**src/rtl/sprite_pkg.sv**
```systemverilog
package sprite_pkg;
  localparam int LINE_BITS = 24;

  // positions covered by one line
  function automatic int run_length(input logic expand);
    return expand ? 2 * LINE_BITS : LINE_BITS;
  endfunction

  // pixel code for beam offset pos: 00 transparent, 01 mc0, 10 own, 11 mc1
  function automatic logic [1:0] pixel_code(input logic [LINE_BITS-1:0] data,
                                            input int pos, input logic expand,
                                            input logic mc);
    int slot;
    logic [LINE_BITS-1:0] tmp;
    slot = expand ? pos / 2 : pos;
    if (mc) begin
      tmp = data >> (LINE_BITS - 2 - 2 * (slot / 2));
      return tmp[1:0];
    end
    tmp = data >> (LINE_BITS - 1 - slot);
    return tmp[0] ? 2'b10 : 2'b00;
  endfunction
endpackage

```
**src/rtl/sprite_xpos_match.sv**
```systemverilog
module sprite_xpos_match #(
  parameter int POS_W   = 9,
  parameter int NUM_SPR = 8,
  parameter int SPR_IDX = 0
) (
  input  logic [POS_W-2:0]   x_low,
  input  logic [NUM_SPR-1:0] x_msb_bits,
  input  logic [POS_W-1:0]   beam_x,
  output logic [POS_W-1:0]   x_pos,
  output logic               hit
);
  assign x_pos = {x_msb_bits[SPR_IDX], x_low};
  assign hit   = (beam_x == x_pos);
endmodule

```
**src/rtl/sprite_run_ctrl.sv**
```systemverilog
module sprite_run_ctrl
  import sprite_pkg::*;
#(
  parameter int CNT_W = $clog2(2 * LINE_BITS)
) (
  input  logic                 clk,
  input  logic                 rst_n,
  input  logic                 line_load,
  input  logic [LINE_BITS-1:0] line_data,
  input  logic                 hit,
  input  logic                 x_expand,
  input  logic                 multicolor,
  output logic                 active,
  output logic [1:0]           code
);
  logic                 armed;
  logic [CNT_W-1:0]     pos;
  logic                 exp_l, mc_l;
  logic [LINE_BITS-1:0] sreg;
  logic                 at_last, start_evt;

  assign at_last   = active && (int'(pos) == run_length(exp_l) - 1);
  assign start_evt = !active && armed && hit;
  assign code      = active ? pixel_code(sreg, int'(pos), exp_l, mc_l) : 2'b00;

  always_ff @(posedge clk) begin
    if (!rst_n) begin
      armed  <= 1'b0;
      active <= 1'b0;
      pos    <= '0;
      exp_l  <= 1'b0;
      mc_l   <= 1'b0;
      sreg   <= '0;
    end else if (line_load) begin
      sreg   <= line_data;
      armed  <= 1'b1;
      active <= 1'b0;
      pos    <= '0;
    end else if (active) begin
      if (at_last) active <= 1'b0;
      else         pos    <= pos + 1'b1;
    end else if (start_evt) begin
      active <= 1'b1;
      armed  <= 1'b0;
      pos    <= '0;
      exp_l  <= x_expand;
      mc_l   <= multicolor;
    end
  end


  start_pos_chk: assert property (@(posedge clk) disable iff (!rst_n)
    (start_evt && !line_load) |=> (active && pos == '0));

  pos_bound_chk: assert property (@(posedge clk) disable iff (!rst_n)
    active |-> (int'(pos) < run_length(exp_l)));

  run_end_idle_chk: assert property (@(posedge clk) disable iff (!rst_n)
    (at_last && !line_load) |=> (!active && !armed));

  reset_idle_chk: assert property (@(posedge clk)
    !rst_n |=> (!active && !armed));
endmodule

```
**src/rtl/sprite_pixel_decode.sv**
```systemverilog
module sprite_pixel_decode #(
  parameter int COLOR_W = 4
) (
  input  logic               clk,
  input  logic               rst_n,
  input  logic [1:0]         code,
  input  logic               active,
  input  logic               spr_enable,
  input  logic               behind_bg,
  input  logic [COLOR_W-1:0] own_color,
  input  logic [COLOR_W-1:0] mc0_color,
  input  logic [COLOR_W-1:0] mc1_color,
  output logic               pix_valid,
  output logic [COLOR_W-1:0] pix_color,
  output logic               pix_behind
);
  always_comb begin
    pix_valid = spr_enable && active && (code != 2'b00);
    pix_color = '0;
    if (pix_valid) begin
      case (code)
        2'b01:   pix_color = mc0_color;
        2'b10:   pix_color = own_color;
        default: pix_color = mc1_color;
      endcase
    end
    pix_behind = pix_valid && behind_bg;
  end


  enable_gate_chk: assert property (@(posedge clk) disable iff (!rst_n)
    pix_valid |-> (spr_enable && active));

  behind_visible_chk: assert property (@(posedge clk) disable iff (!rst_n)
    pix_behind |-> pix_valid);

  idle_color_chk: assert property (@(posedge clk) disable iff (!rst_n)
    !pix_valid |-> (pix_color == '0));
endmodule

```
**src/rtl/sprite_line_shifter.sv**
```systemverilog
module sprite_line_shifter
  import sprite_pkg::*;
#(
  parameter int POS_W   = 9,
  parameter int NUM_SPR = 8,
  parameter int SPR_IDX = 0,
  parameter int COLOR_W = 4
) (
  input  logic                 clk,
  input  logic                 rst_n,
  input  logic [POS_W-1:0]     beam_x,
  input  logic [POS_W-2:0]     x_low,
  input  logic [NUM_SPR-1:0]   x_msb_bits,
  input  logic                 spr_enable,
  input  logic                 x_expand,
  input  logic                 multicolor,
  input  logic                 behind_bg,
  input  logic [COLOR_W-1:0]   own_color,
  input  logic [COLOR_W-1:0]   mc0_color,
  input  logic [COLOR_W-1:0]   mc1_color,
  input  logic                 line_load,
  input  logic [LINE_BITS-1:0] line_data,
  output logic                 pix_valid,
  output logic [COLOR_W-1:0]   pix_color,
  output logic                 pix_behind
);
  logic [POS_W-1:0] x_pos;
  logic             hit;
  logic             active;
  logic [1:0]       code;

  sprite_xpos_match #(.POS_W(POS_W), .NUM_SPR(NUM_SPR), .SPR_IDX(SPR_IDX)) u_match (
    .x_low(x_low), .x_msb_bits(x_msb_bits), .beam_x(beam_x),
    .x_pos(x_pos), .hit(hit)
  );

  sprite_run_ctrl u_ctrl (
    .clk(clk), .rst_n(rst_n), .line_load(line_load), .line_data(line_data),
    .hit(hit), .x_expand(x_expand), .multicolor(multicolor),
    .active(active), .code(code)
  );

  sprite_pixel_decode #(.COLOR_W(COLOR_W)) u_decode (
    .clk(clk), .rst_n(rst_n), .code(code), .active(active),
    .spr_enable(spr_enable), .behind_bg(behind_bg),
    .own_color(own_color), .mc0_color(mc0_color), .mc1_color(mc1_color),
    .pix_valid(pix_valid), .pix_color(pix_color), .pix_behind(pix_behind)
  );


  msb_select_chk: assert property (@(posedge clk) disable iff (!rst_n)
    (x_pos[POS_W-1] == x_msb_bits[SPR_IDX]) && (x_pos[POS_W-2:0] == x_low));
endmodule

```
**config.mk**
```make
export PLATFORM = sky130hd
export DESIGN_NAME = sprite_line_shifter
export DESIGN_NICKNAME = d
export VERILOG_FILES = /design/src/rtl/sprite_pkg.sv /design/src/rtl/sprite_xpos_match.sv /design/src/rtl/sprite_run_ctrl.sv /design/src/rtl/sprite_pixel_decode.sv /design/src/rtl/sprite_line_shifter.sv
export SDC_FILE = /design/constraint.sdc
export NUM_CORES = 1
export LEC_CHECK = 0
export BUFFER_PORTS_ARGS = -buffer_cell sky130_fd_sc_hd__buf_2
export CAP_MARGIN = 10
export CORE_MARGIN = 3
export CORE_UTILIZATION = 50
export DETAILED_ROUTE_END_ITERATION = 16
export GPL_ROUTABILITY_DRIVEN = 0
export GPL_TIMING_DRIVEN = 0
export PLACE_DENSITY_LB_ADDON = 0.15
export SETUP_SLACK_MARGIN = 0.05
export SYNTH_ARGS = -nofsm -noshare
export SYNTH_HDL_FRONTEND = slang
export SYNTH_HIERARCHICAL = 1
export SYNTH_SLANG_ARGS = --single-unit
```
**constraint.sdc**
```tcl
create_clock -name clk -period 6.95 [get_ports clk]
set_clock_uncertainty 0.05 [all_clocks]
set_input_delay 0.3475 -clock clk [delete_from_list [all_inputs] [get_ports clk]]
set_output_delay 0.3475 -clock clk [all_outputs]
set_load 0.05 [all_outputs]
```
# Word-level counts from Yosys, hierarchy flattened
# Index checks and enable logic that the tools add are counted.
# word_totals
wordCells	55
reg_bits	34
# op_classes
n_reduce_logical	14
bitwise_logic	4
mux	18
shift	2
addsub	5
n_eq_ne	6
# ops
cell	n
6-bit by 32-bit subtractor with 32-bit output (first input constant)	2
7-bit by 32-bit equality test with 1-bit output	1
24-bit by 32-bit right shift with 1-bit output	1
24-bit by 32-bit right shift with 2-bit output	1
32-bit by 2-bit subtractor with 32-bit output (second input constant)	1
31-bit by 1-bit adder with 31-bit output	1
6-bit 2-to-1 mux	5
9-bit equality test	1
2-bit 2-to-1 mux	4
4-bit case mux with 2 select lines	1
1-bit 2-to-1 mux	7
6-bit by 1-bit adder with 6-bit output (second input constant)	1
1-bit logical AND	6
2-bit nonzero test	3
4-bit 2-to-1 mux	1
2-bit != test (second input constant)	2
2-bit AND reduction	2
1-bit NOT	3
3-bit AND reduction	1
2-bit by 1-bit equality test with 1-bit output (second input constant)	1
2-bit equality test (second input constant)	1
2-bit OR reduction	1
1-bit bitwise AND (first input constant)	1
1-bit logical NOT	1

# Longest topological paths before layout
# Gate-level depths: netlist (run 1).
# depth
word_depth	11
mapped_depth	16

# Hierarchy
# The synthesis (run 1) kept the hierarchy.
# modules_own_cells
module	instances	cells_per_inst	seq_area_each_um2	area_per_inst_um2
sprite_run_ctrl	1	240	680.7	2207.1
sprite_xpos_match	1	21	0.0	170.2
sprite_pixel_decode	1	22	0.0	158.9

# Worst setup path before layout (run 1)
# No wires, ideal clock.
# synth_timing
path_kind	reg2out
start	reg u_ctrl.exp_l
end	out pix_color[0]
arrival_time_ns	3.985
setup_slack_ns	2.567
path_stages_with_launch	16
path_cell_list	dfxtp_1 -> buf_6 -> buf_6 -> buf_2 -> o21ai_0 -> ha_1 -> a2111oi_4 -> o41ai_1 -> or3_1 -> a31oi_1 -> o32a_1 -> inv_1 -> ha_1 -> buf_4 -> nor2_1 -> a211oi_1
# synth_via
elab_chain_cells	11
word_cells_on_any_way	17
cone_classes	add/sub (3); eq/ne (2); shift (2); mux (7); bitwise (1); reduce/logical (2)
# synth_lines
item	line_no	text
from (decl)	sprite_run_ctrl.sv:18	logic exp_l, mc_l;
from (signal assigned)	sprite_run_ctrl.sv:46	exp_l <= x_expand;
6-bit 2-to-1 mux *	sprite_pkg.sv:15	slot = expand ? pos / 2 : pos;
1-bit bitwise AND (no source line)	-	
31-bit by 1-bit adder with 31-bit output (no source line)	-	
6-bit by 32-bit subtractor with 32-bit output	sprite_pkg.sv:17	tmp = data >> (LINE_BITS - 2 - 2 * (slot / 2));
24-bit by 32-bit right shift with 2-bit output	sprite_pkg.sv:17	
2-bit 2-to-1 mux	sprite_pkg.sv:16	if (mc) begin
2-bit 2-to-1 mux *	sprite_pkg.sv:20	tmp = data >> (LINE_BITS - 1 - slot);
2-bit 2-to-1 mux *	sprite_run_ctrl.sv:24	assign code = active ? pixel_code(sreg, int'(pos), exp_l, mc_l) : 2'b00;
net code[1]	sprite_line_shifter.sv:30	logic [1:0] code;
2-bit equality test, or another cell as far along	sprite_pixel_decode.sv:21	case (code)
4-bit case mux with 2 select lines or 1-bit logical AND (tied branches)	sprite_pixel_decode.sv:21, sprite_pixel_decode.sv:18	
4-bit 2-to-1 mux *	sprite_pixel_decode.sv:20	if (pix_valid) begin
to (decl)	sprite_line_shifter.sv:24	output logic [COLOR_W-1:0] pix_color,
# The timed path passes the listed nets; every way through them passes the cells marked *. The select of a mux whose other input is x is not followed.

# Worst setup path after layout (run 1)
# Same ends and word-level chain as after synthesis.

==> metrics.cfg, run 1 <==
[synth]
synthCells = 274
syn-cell-area_sq_um = 2469
synth_warnings = 6
syn_nets = 349
synth_area_per_cell_sq_um = 9.010

[placement]
placed_area_sq_um = 2880
hpwl_mm = 4.790
io_buffers = 66

[floorplanning]
fp.coreArea_sq_um = 4564
num_rows = 24
io_pins = 74
die_y_um = 76.27
dieArea_sq_um = 5816
start_util_pct = 54.08
die_w_um = 76.27

[finish]
fin_area_sq_um = 2959
area_delta_synth_final_pct = 19.87
final_cell_mix = buf_2, mux2i_1, dfxtp_1, nor2b_1, nor2_1
utilization_pct = 64.83
drive_above_1_share_pct = 27.95
antennaDiodeCount = 0
fill_cells = 424
nets = 422
layout_commonest_cell = buf_2

[power]
p_per_area_nw_per_um2 = 136.4
switching_share_pct = 24.64
p_total_uw = 403.7
clkPwrFrac_pct = 33.5
power_frac_seq_pct = 52.5
pwr-share-comb_pct = 14.1
peakVddDrop_mv = 0.1364
p_leak_uw = 0.001278
switchingPower_uw = 99.48
p_int_uw = 304.2

[clock_network]
clk_pin_slew_worst_paths_ns = 0.07
insertion_delay_ns = 0.28
ctsResizeCount = 0
postCtsHoldBufs = 0
ctsLongestPathBuffers = 2
numCtsBuffers = 5
cts-root-buf = clkbuf_8
numClockSinks = 34
h-tree-depth = 2
cts_tree = built
cts_setup_buffers = 0

[global_routing]
antenna_found_initial = 0
overflow = 0
grt_pass1_wl_mm = 10.21
grt_max_degree = 11
grt_usage_pct = 21.13
first_global_vias = 2191

[timing]
finalMaxSlewViolations = 0
tns_ns = 0
setup_viol = 0
min_period_over_period_pct = 63.26
tightest_slew_ns = 0.5454
hold_viol_final = 0
fmax_mhz = 227.4
relSlewSlack_pct = 63.64
whs_ns = 0.2708
fin_crit_ns = 4.397
rsz0062_at_grt = no

[worst_setup_path]
cp_data_required_time_ns = 6.55
crit_path_end_kind = output pin
reg2reg_depth = 11
cp_max_fo = 10
critPathArrivalTime_ns = 4.00
crit_type = reg -> out
reg2reg_slack_ns = 4.75
cp-start-kind = register

[drt]
vias = 2292
drc = 0
via_per_inst = 5.563
routed_wirelength_mm = 6.022
wl_per_cell_um = 14.62
drt_iter0_drc = 182
drtAntennaViolNets = 0
firstDrtPassIters = 5

[min_path]
hp-class = in -> reg
whs_path_depth = 3

[flow_run]
cap_violations = 0

[run_status]
status = completed

[final cells by class]
class	instances	area (sq um)	share of cell area, %
Multi-Input combinational cell	211	1638	55.35
Sequential cell	34	680.7	23.00
Timing Repair Buffer	66	330.3	11.16
Buffer	15	97.59	3.298
Tap cell	65	81.33	2.748
Clock buffer	5	68.82	2.326
Inverter	14	52.55	1.776
Clock inverter	2	10.01	0.3383
[critical path, stage by stage (launching register included)]
cell,delay (ns)
dfxtp_1,0.32
buf_6,0.15
buf_6,0.17
buf_2,0.24
o21ai_0,0.12
ha_1,0.43
a2111oi_4,0.34
o41ai_1,0.12
or3_1,0.38
a31oi_1,0.19
o32a_1,0.21
inv_1,0.07
ha_1,0.28
buf_4,0.14
nor2_1,0.05
a211oi_1,0.19
buf_2,0.30
[through the flow]
| stage | setup WS, ns | cells |
|---|---|---|
| CTS | 2.550 | 412 |
| global placement | 2.949 | 405 |
| detailed placement | 2.868 | 405 |
| floorplan | 2.567 | 274 |
| finish | 2.553 | 412 |
| global route | 2.298 | 412 |
[layer usage]
layer | vias up | routed length (um) | global-route usage, %
met3 | 12 | 437 | 4.610
met4 | 0 | 105 | 7.609
li1 | 1128 | - | -
met2 | 98 | 2765 | 33.48
met1 | 1054 | 2713 | 28.27
met5 | - | 0 | 0
[power groups by stage]
stage	sequential (uW)	clock, uW	combinational, uW
2_1_floorplan	213	0	33.7
3_3_place_gp	215	0	55.1
3_5_place_dp	216	0	57.0
4_1_cts	212	140	57.2
5_1_grt	213	150	63.9
6_report	212	135	56.7
[flip-flops by register name (all words and copies together) (netlist names)]
register       count
u_ctrl/armed       1
u_ctrl/sreg       24
u_ctrl/pos         6
u_ctrl/exp_l       1
u_ctrl/mc_l        1
u_ctrl/active      1
[worst paths after layout]
kind / startpoint / end
worst min register to register: u_ctrl/armed / u_ctrl/armed
worst max-delay path: u_ctrl/exp_l / pix_color[0]
worst max register to register: u_ctrl/exp_l / u_ctrl/pos[4]
worst min-delay path: x_expand / u_ctrl/exp_l
(Power assumes the default switching activity.)
==> run 2: changes to the inputs <==
--- a/config.mk
+++ b/config.mk
@@ -5,10 +5,11 @@
 export SDC_FILE = /design/constraint.sdc
 export NUM_CORES = 1
 export LEC_CHECK = 0
+export ABC_AREA = 1
 export BUFFER_PORTS_ARGS = -buffer_cell sky130_fd_sc_hd__buf_2
 export CAP_MARGIN = 10
 export CORE_MARGIN = 3
-export CORE_UTILIZATION = 50
+export CORE_UTILIZATION = 47
 export DETAILED_ROUTE_END_ITERATION = 16
 export GPL_ROUTABILITY_DRIVEN = 0
 export GPL_TIMING_DRIVEN = 0
==> constraint.sdc (replaced) <==
create_clock -name clk -period 3.65 [get_ports clk]
set_clock_uncertainty 0.05 [all_clocks]
set_input_delay 0.1825 -clock clk [delete_from_list [all_inputs] [get_ports clk]]
set_output_delay 0.1825 -clock clk [all_outputs]
set_load 0.05 [all_outputs]
==> run 2 against run 1 <==
  * Synthesized area shrank 5.1%
  * Critical endpoint unchanged
  * Power grew 110%
  * Critical path depth shrank 1
  * Non-clock buffer count shrank 4
  * Largest cell class unchanged
  * Via count grew 9.0%
  * Critical path type unchanged
==> metrics.cfg, run 2 <==
[placement]
pre_cts_ws_ns = 0.5176  ; -2.350 ns
hpwl_mm = 4.473  ; -6.6%
io_buffers = 64  ; -3.0%
placed_area_sq_um = 2748  ; -4.6%
dp.cells = 510  ; +26%

[worst_setup_path]
cp_data_required_time_ns = 3.42  ; -3.13 ns
crit_path_cell_trace = buf_12 -> nor2_1 -> nor2_1 -> ha_1 -> inv_1 -> ha_1 -> nor3_1 -> nand4_1 -> a21oi_2 -> inv_1 -> ha_4 -> or2_1 -> nand2_1 -> nor2_2 -> clkbuf_4
cp_max_fo = 10  ; unchanged
crit_slowest_cell = dfxtp_1
critPathArrivalTime_ns = 2.95  ; -1.05 ns
critPathMaxStageDelay_ns = 0.39  ; -0.04 ns
crit_type = reg -> out
cp_top_family = simple AND/OR/NAND/NOR gates
crit_path_end_kind = output pin
crit_buf_inv = 4  ; -2
cp-start-kind = register

[power]
peakVddDrop_mv = 0.2416  ; +77%
p_leak_uw = 0.001399  ; +9.5%
p_per_area_nw_per_um2 = 296.4  ; +120%

[synth]
synth_area_per_cell_sq_um = 6.183  ; -31%
syn_nets = 454  ; +30%
syn-cell-area_sq_um = 2343  ; -5.1%
synth_warnings = 6  ; unchanged
synthCells = 379  ; +38%

[global_routing]
first_global_vias = 2287  ; +4.4%
grt_usage_pct = 20.23  ; -0.90 points
grt_max_degree = 11  ; unchanged
overflow = 0  ; unchanged
antenna_found_initial = 0  ; unchanged
grt_pass1_wl_mm = 9.963  ; -2.4%

[timing]
min_period_over_period_pct = 87.20
setup_ws_ns = 0.4673  ; -2.086 ns
fin_crit_ns = 3.183
hold_viol_final = 0  ; unchanged
fmax_mhz = 314.2
relSlewSlack_pct = 63.83  ; +0.19 points
finalMaxSlewViolations = 0  ; unchanged
tns_ns = 0  ; unchanged
setup_viol = 0  ; unchanged
rsz0062_at_grt = no
tightest_slew_ns = 0.5390  ; -0.006426 ns

[floorplanning]
io_pins = 74  ; unchanged
die_w_um = 76.61  ; +0.45%
dieArea_sq_um = 5869  ; +0.91%
num_rows = 25  ; +4.2%
die_y_um = 76.61  ; +0.45%
fp.coreArea_sq_um = 4786  ; +4.9%
start_util_pct = 48.97  ; -5.1 points

[clock_network]
cts-root-buf = clkbuf_8
insertion_delay_ns = 0.28  ; about the same
ctsLongestPathBuffers = 2  ; unchanged
cts_tree = built
numCtsBuffers = 5  ; unchanged
numClockSinks = 34  ; unchanged
h-tree-depth = 2  ; unchanged
clk_pin_slew_worst_paths_ns = 0.07  ; about the same

[drt]
firstDrtPassIters = 4  ; -1
wl_per_cell_um = 11.03  ; -25%
routed_wirelength_mm = 5.712  ; -5.1%
vias = 2498  ; +9.0%
via_per_inst = 4.822  ; -13%
drc = 0  ; unchanged
drtAntennaViolNets = 0  ; unchanged
drt_iter0_drc = 198  ; +8.8%

[finish]
largest_reg_flops = 24  ; unchanged
fill_cells = 499  ; +18%
layoutNonFillerInstCount = 518  ; +26%
drive_above_1_share_pct = 21.29  ; -6.7 points
nets = 526  ; +25%
largest_register = u_ctrl/sreg
antennaDiodeCount = 0  ; unchanged
reg_top3 = u_ctrl/sreg x24, u_ctrl/pos x6
utilization_pct = 60.42  ; -4.4 points
layout_commonest_cell = nand2_1
final_cell_mix = nand2_1, buf_2, nor2_1, inv_1, nand3_1
area_delta_synth_final_pct = 23.38
fin_area_sq_um = 2892  ; -2.3%

[run_status]
status = completed

[flow_run]
cap_violations = 0  ; unchanged

[min_path]
hp-class = in -> reg

-- run 2: cell types whose count changed in the layout (fill, tap and decap cells not counted), moves of 7 or more --
cell,before,now
a21oi_1,13,20
xnor2_1,10,3
nor2_1,17,60
nand2b_1,7,0
nor2b_1,29,0
o21ai_0,10,29
nand2_1,13,90
nand3_1,6,39
mux2i_1,38,0
inv_1,14,44
buf_2,72,62
-- run 2: what timing repair did --
item	in CTS	in global routing
setup endpoints to repair	0	4
hold buffers	0	0
buffers inserted	0	1
resized for setup	0	7
-- run 2: final timing paths --
kind             startpoint              to  slack (ns)  cells past startpoint
min reg2reg  u_ctrl/sreg[5]  u_ctrl/sreg[5]        0.41                      2
min            line_data[9]  u_ctrl/sreg[9]        0.07                      3
max            u_ctrl/exp_l    pix_color[0]        0.47                     15
max reg2reg    u_ctrl/exp_l   u_ctrl/pos[3]        1.86                     12
-- run 2: area by class of cell --
cell class | instances | area [sq um] | share of cell area [%]
clock buffer | 6 | 82.58 | 2.856
sequential | 34 | 680.7 | 23.54
timing repair buffer | 65 | 335.3 | 11.60
clock inverter | 1 | 30.03 | 1.039
tap | 67 | 83.83 | 2.899
buffer | 12 | 73.82 | 2.553
inverter | 47 | 181.4 | 6.274
multi-input combinational | 286 | 1424 | 49.24
-- run 2: where the power goes --
part / total, uW / leakage, uW / internal (uW) / switching (uW)
combinational: 109 / 0.00106 / 51.3 / 57.3
sequential: 399 / 0.000281 / 390 / 8.68
clock: 350 / 0.0000573 / 218 / 131
-- run 2: metrics by stage --
stage	power (uW)	hold WS [ns]
after floorplan	467.2	0.2674
after global placement	511.2	0.3535
after detailed placement	514.6	0.3619
after CTS	861.8	0.06278
after global routing	898.8	0.06656
final	857.1	0.06628
-- run 2: metal layers --
layer	GRT usage [%]	up-vias	share of wire, %
li1	-	1345	-
met1	27.24	1069	47
met2	33.22	79	46
met3	4.137	5	5.9
met4	4.710	0	0.67
met5	0	-	0
-- run 2: worst min-delay path, delay by kind of cell --
family        cells  cell delay (ns)
simple gates      2             0.11
buf+inv           1             0.07
